$ cat src/rtl/clkrun_pkg.sv
package clkrun_pkg;

    typedef enum logic [2:0] {
        CR_RUN     = 3'd0,
        CR_REFUSE  = 3'd1,
        CR_PRECHG  = 3'd2,
        CR_STOPPED = 3'd3,
        CR_WAKE    = 3'd4
    } cr_state_e;

    // Fixed keep-alive reasons; the socket clock term is folded in after sync
    typedef struct packed {
        logic cfg_keep;
        logic pc16_busy;
        logic cbm_busy;
        logic posted;
        logic irq;
        logic cclk_live;
    } keep_cond_t;

    localparam int KEEP_FIXED_W = 5;
    localparam int WAKE_KINDS   = 4;

    function automatic logic keep_any_f(input keep_cond_t k);
        return |k;
    endfunction

    function automatic logic drives_line(input cr_state_e s);
        return (s == CR_REFUSE) || (s == CR_PRECHG) || (s == CR_WAKE);
    endfunction

endpackage

$ cat src/rtl/cr_sync.sv
module cr_sync #(
    parameter int W      = 1,
    parameter int STAGES = 2
) (
    input  logic         clk,
    input  logic         rst,
    input  logic [W-1:0] d,
    output logic [W-1:0] q
);
    logic [W-1:0] stg [STAGES];

    always_ff @(posedge clk) begin
        if (rst) begin
            for (int i = 0; i < STAGES; i++) stg[i] <= '0;
        end else begin
            stg[0] <= d;
            for (int i = 1; i < STAGES; i++) stg[i] <= stg[i-1];
        end
    end

    assign q = stg[STAGES-1];
endmodule

$ cat src/rtl/cr_wake_latch.sv
module cr_wake_latch #(
    parameter int W = 8
) (
    input  logic         clk,
    input  logic         rst,
    input  logic [W-1:0] ev_sync,
    input  logic         clr,
    output logic         pend
);
    logic held;
    logic live;

    assign live = |ev_sync;

    always_ff @(posedge clk) begin
        if (rst)       held <= 1'b0;
        else if (clr)  held <= 1'b0;
        else if (live) held <= 1'b1;
    end

    assign pend = held | live;
endmodule

$ cat src/rtl/cr_fsm.sv
module cr_fsm
    import clkrun_pkg::*;
#(
    parameter int RESTART_CLKS = 2
) (
    input  logic      clk,
    input  logic      rst,
    input  logic      line_n,
    input  logic      keep_any,
    input  logic      wake_pend,
    output logic      oe,
    output logic      drv_val,
    output logic      stop_req,
    output logic      wake_clr,
    output cr_state_e state
);
    localparam int CNT_W = (RESTART_CLKS > 1) ? $clog2(RESTART_CLKS) : 1;
    localparam logic [CNT_W-1:0] CNT_LAST = CNT_W'(RESTART_CLKS - 1);

    cr_state_e      st;
    logic           line_q;
    logic           own_q;
    logic           line_low;
    logic [CNT_W-1:0] cnt;

    // Ignore samples taken while this block was driving the line itself
    assign stop_req = line_q & ~own_q;
    assign line_low = ~line_q & ~own_q;

    always_ff @(posedge clk) begin
        if (rst) begin
            st     <= CR_RUN;
            line_q <= 1'b0;
            own_q  <= 1'b0;
            cnt    <= '0;
        end else begin
            line_q <= line_n;
            own_q  <= oe;
            unique case (st)
                CR_RUN: begin
                    if (stop_req) st <= keep_any ? CR_REFUSE : CR_STOPPED;
                end
                CR_REFUSE:  st <= CR_PRECHG;
                CR_PRECHG:  st <= CR_RUN;
                CR_STOPPED: begin
                    cnt <= '0;
                    if (line_low)       st <= CR_RUN;
                    else if (wake_pend) st <= CR_WAKE;
                end
                CR_WAKE: begin
                    if (cnt == CNT_LAST) st <= CR_PRECHG;
                    else                 cnt <= cnt + 1'b1;
                end
                default: st <= CR_RUN;
            endcase
        end
    end

    assign oe       = drives_line(st);
    assign drv_val  = (st == CR_PRECHG);
    assign wake_clr = ((st == CR_WAKE) && (cnt == CNT_LAST)) ||
                      ((st == CR_STOPPED) && line_low);
    assign state    = st;
endmodule

$ cat src/rtl/clkrun_ctl.sv
module clkrun_ctl
    import clkrun_pkg::*;
#(
    parameter int NSOCK        = 2,
    parameter int SYNC_STAGES  = 2,
    parameter int RESTART_CLKS = 2
) (
    input  logic             clk,
    input  logic             rst,
    input  logic             clkrun_n_in,
    output logic             clkrun_oe,
    output logic             clkrun_o,
    input  logic             keep_clk_cfg,
    input  logic             pc16_busy,
    input  logic             cb_master_busy,
    input  logic             posted_busy,
    input  logic             irq_pending,
    input  logic [NSOCK-1:0] cclk_stopped,
    input  logic [NSOCK-1:0] card_irq,
    input  logic [NSOCK-1:0] card_stschg,
    input  logic [NSOCK-1:0] cclkrun_req,
    input  logic [NSOCK-1:0] card_creq
);
    localparam int KW = KEEP_FIXED_W + NSOCK;
    localparam int WW = WAKE_KINDS * NSOCK;

    logic [KW-1:0] keep_raw, keep_s;
    logic [WW-1:0] wake_raw, wake_s;
    keep_cond_t    kc;
    logic          keep_any;
    logic          wake_pend;
    logic          wake_clr;
    logic          stop_req;
    cr_state_e     state;

    assign keep_raw = {cclk_stopped, irq_pending, posted_busy,
                       cb_master_busy, pc16_busy, keep_clk_cfg};
    assign wake_raw = {card_creq, cclkrun_req, card_stschg, card_irq};

    cr_sync #(.W(KW), .STAGES(SYNC_STAGES)) u_keep_sync (
        .clk(clk), .rst(rst), .d(keep_raw), .q(keep_s)
    );

    cr_sync #(.W(WW), .STAGES(SYNC_STAGES)) u_wake_sync (
        .clk(clk), .rst(rst), .d(wake_raw), .q(wake_s)
    );

    always_comb begin
        kc.cfg_keep  = keep_s[0];
        kc.pc16_busy = keep_s[1];
        kc.cbm_busy  = keep_s[2];
        kc.posted    = keep_s[3];
        kc.irq       = keep_s[4];
        kc.cclk_live = ~&keep_s[KW-1:KEEP_FIXED_W];
    end

    assign keep_any = keep_any_f(kc);

    cr_wake_latch #(.W(WW)) u_wake (
        .clk(clk), .rst(rst), .ev_sync(wake_s), .clr(wake_clr), .pend(wake_pend)
    );

    cr_fsm #(.RESTART_CLKS(RESTART_CLKS)) u_fsm (
        .clk(clk), .rst(rst), .line_n(clkrun_n_in), .keep_any(keep_any),
        .wake_pend(wake_pend), .oe(clkrun_oe), .drv_val(clkrun_o),
        .stop_req(stop_req), .wake_clr(wake_clr), .state(state)
    );
endmodule

$ cat config.mk
export PLATFORM = sky130hd
export DESIGN_NAME = clkrun_ctl
export DESIGN_NICKNAME = d
export VERILOG_FILES = /design/src/rtl/clkrun_pkg.sv /design/src/rtl/cr_sync.sv /design/src/rtl/cr_wake_latch.sv /design/src/rtl/cr_fsm.sv /design/src/rtl/clkrun_ctl.sv
export SDC_FILE = /design/constraint.sdc
export NUM_CORES = 1
export LEC_CHECK = 0
export BUFFER_PORTS_ARGS = -buffer_cell sky130_fd_sc_hd__buf_4
export CAP_MARGIN = 20
export CORE_ASPECT_RATIO = 1.5
export CORE_MARGIN = 5
export CORE_UTILIZATION = 40
export CTS_BUF_LIST = sky130_fd_sc_hd__clkbuf_8
export DETAILED_ROUTE_END_ITERATION = 8
export SYNTH_ARGS = -nofsm -noshare
export SYNTH_HDL_FRONTEND = slang
export SYNTH_SLANG_ARGS = --single-unit
$ cat constraint.sdc
create_clock -name clk -period 3.35 [get_ports clk]
set_input_delay 0.67 -clock clk [delete_from_list [all_inputs] [get_ports clk]]
set_output_delay 0.67 -clock clk [all_outputs]
set_load 0.005 [all_outputs]
==> results.md <==
* Max Slew Vio Count at 0
* Post-Place Cell Area at 0.00139 mm²
* Largest net degree at the start of global routing at 37
* Unrepaired setup endpoints after global routing: no
* Pwr Total at 1.04 mW
* Routed wire length at 1810 µm
* Setup CP Type: reg -> out
* Cells on worst reg2reg path at 4
* FF-to-FF End: u_fsm.state[0]
* Max Clk Rate at 472 MHz
* Syn Nets at 131
* DRC at 0
* Nets at 151
* Placed cells at 165
* Worst setup SP type: flip-flop
* Post-route minimum period at 2.12 ns
* PD cells at 708 mW/mm²
* Port Buffers at 19
* Register clock-pin slew on the reported worst setup and hold paths at 0.06 ns
* Register area share after synthesis at 0.598
* Leakage at 0.608 nW
* Core area at 0.00294 mm²
* Rows at 24
* CP arrival at 1.45 ns
* Hold buffers post-CTS at 0
* Synth area leaders: dfxtp_1, nor2b_1, buf_6, nor3_1, a31oi_4
* Worst-Margin Slew at 0.368 ns
* Antenna Nets Post-Route at 0
* Cells on Worst Hold Path at 1
* Ant. Diodes at 0
* Post-CTS sizing at 0
* CTS tree: yes
* Die area at 0.00433 mm²
* CP endpoint kind: output pin
* Vias/cell at 4.47
* Leading area contributor after synthesis: dfxtp_1
* Hold path startpoint: u_keep_sync.stg[0][6]
* TritonCTS Buffers at 5
* CP required at 2.68 ns
* Fin. Hold Viols at 0
* Clock root cell: clkbuf_8
* Die width at 55.4 µm
* Die Ht at 78.2 µm
* Worst hold endpoint: u_keep_sync.stg[0][13]
* Vias in the first global route at 740
* Finish-stage setup viols at 0
* Worst min-delay path class: reg -> reg
* Worst-path fanout max at 12
* Relative max-transition margin at 0.754
* Layout fillers at 298
* DPL Wire Length at 1360 µm
* H-Tree Depth at 2
* Synth cell types at 27
* FF-to-FF setup slack at 2.00 ns
* Clock Latency Late Sink at 0.28 ns
* Initial Util at 0.421
* Vias at 768
* Total global-route track usage at 0.0975
* Initial antenna violation count at 0
* CTS Buffer Depth at 2
* Area growth syn-to-layout at 18.8%
* Num Clock Sinks at 37
* VDD IR-drop max at 0.000363 V
* Share of Yosys cell area claimed by the top area cell type at 0.598
* Post-Layout Inst Area at 0.00147 mm²
* Synth warn at 0
* Max-cap violations at 0
* Synthesized area at 0.00124 mm²
* Layout cells sized above 1 at 0.233
* Clock Skew at 0.00338 ns
* Synth Instances at 113
* First-pass GRT wire length at 3110 µm
* Crit share post-route at 0.632
* Boundary Pins at 20
* Gp weighted congestion at 0.684
* Result of the run: finished clean
* Flop and latch count out of synthesis at 37
* Avg Inst Size Synth at 11.0 µm²
* Post-DR wirelength/cell at 10.5 µm
* Initial drt markers at 5
* Worst R2R Start: u_fsm.state[2]
* Postcts setup bufs at 0
* Congestion Overflow GR at 0
* Final std cells w/o fill at 172
* TNS Setup at 0 ns
* First-pass iteration count of the detailed router at 4
## cell usage after synthesis
library cell and count:
a21oi_1 4, or4_1 1, and3_2 1, nand2b_1 2, o21bai_1 1, o31ai_1 1
inv_1 1, nor4_1 1, a32o_1 1, o2bb2ai_1 1, a31oi_4 1, o211a_1 1
a2bb2oi_1 1, nor2_4 1, o21ai_2 1, xnor2_1 1, nor3_1 5, nor2_1 3
nand3_1 2, dfxtp_1 37, and2_1 1, nand2_1 5, nor2b_1 32, clkbuf_1 3
buf_6 3, o22a_2 1, or3b_4 1
## worst max path at each step
| stage | startpoint | to | slack (ns) |
|---|---|---|---|
| floorplan | u_fsm.state[0] | clkrun_oe | 1.88 |
| global placement | u_fsm.state[2] | clkrun_oe | 1.61 |
| detailed placement | u_fsm.state[2] | clkrun_oe | 1.52 |
| CTS | u_fsm.state[2] | clkrun_oe | 1.21 |
| global route | u_fsm.state[2] | clkrun_oe | 1.12 |
| finish | u_fsm.state[2] | clkrun_oe | 1.23 |
## cells by family (layout without fill, tap and decap cells)
group,Yosys count,in the layout,synth area share
buffers and inverters,7,27,0.0394
AND/OR/NAND/NOR,55,55,0.265
XOR/XNOR,1,1,0.00707
AO/OA/AOI/OAI,13,13,0.0909
flip-flops,37,37,0.598
## per-stage QoR
step | utilization | setup slack [ns] | hold WS (ns)
after floorplan | - | 1.88 | 0.414
after global placement | 0.471 | 1.61 | 0.420
after detailed placement | 0.471 | 1.52 | 0.420
after CTS | 0.500 | 1.21 | 0.435
after global routing | 0.500 | 1.12 | 0.446
final | 0.500 | 1.23 | 0.434
## power by group
| part | leakage, nW | total [mW] | switching [mW] | internal (mW) |
|---|---|---|---|---|
| sequential | 0.306 | 0.536 | 0.0519 | 0.484 |
| clock | 0.0485 | 0.291 | 0.131 | 0.160 |
| combinational | 0.253 | 0.214 | 0.0950 | 0.119 |
| total | 0.608 | 1.04 | 0.278 | 0.763 |
## sequential cells by signal, indices dropped and copies added, names as in the netlist
name / cells
u_fsm.cnt: 1
u_fsm.line_q: 1
u_fsm.own_q: 1
u_fsm.state: 3
u_keep_sync.stg: 14
u_wake.held: 1
u_wake_sync.stg: 16
## routing by layer
layer | GRT usage | share of wire
met5 | 0 | 0
met3 | 0.0460 | 0.060
met2 | 0.148 | 0.53
met1 | 0.0924 | 0.37
met4 | 0.102 | 0.039
## placed cells by master, fill, tap and decap left out, drive strengths merged
cell type,n
nand2,5
nor2b,32
a31oi,1
nand2b,2
xnor2,1
inv,2
and3,1
a2bb2oi,1
o22a,1
and2,1
o21bai,1
dfxtp,37
or4,1
o21ai,1
or3b,1
o2bb2ai,1
o31ai,1
nand3,2
nor2,4
a21oi,4
o211a,1
buf,19
a32o,1
nor4,1
nor3,5
clkbuf,6
## worst max-delay path, stage by stage (launching register included)
cell and delay, ns:
dfxtp_1 0.54, nor2_1 0.11, and2_1 0.19, o21bai_1 0.17
buf_4 0.15
## cell type report
class | instances | area, µm² | area share
Inverter | 1 | 3.75 | 0.00255
Tap cell | 39 | 48.8 | 0.0332
Multi-Input combinational cell | 69 | 449 | 0.305
Timing Repair Buffer | 19 | 143 | 0.0969
Sequential cell | 37 | 741 | 0.503
Clock inverter | 1 | 3.75 | 0.00255
Clock buffer | 6 | 82.6 | 0.0561
No activity file was read; power rests on OpenSTA's default activity.
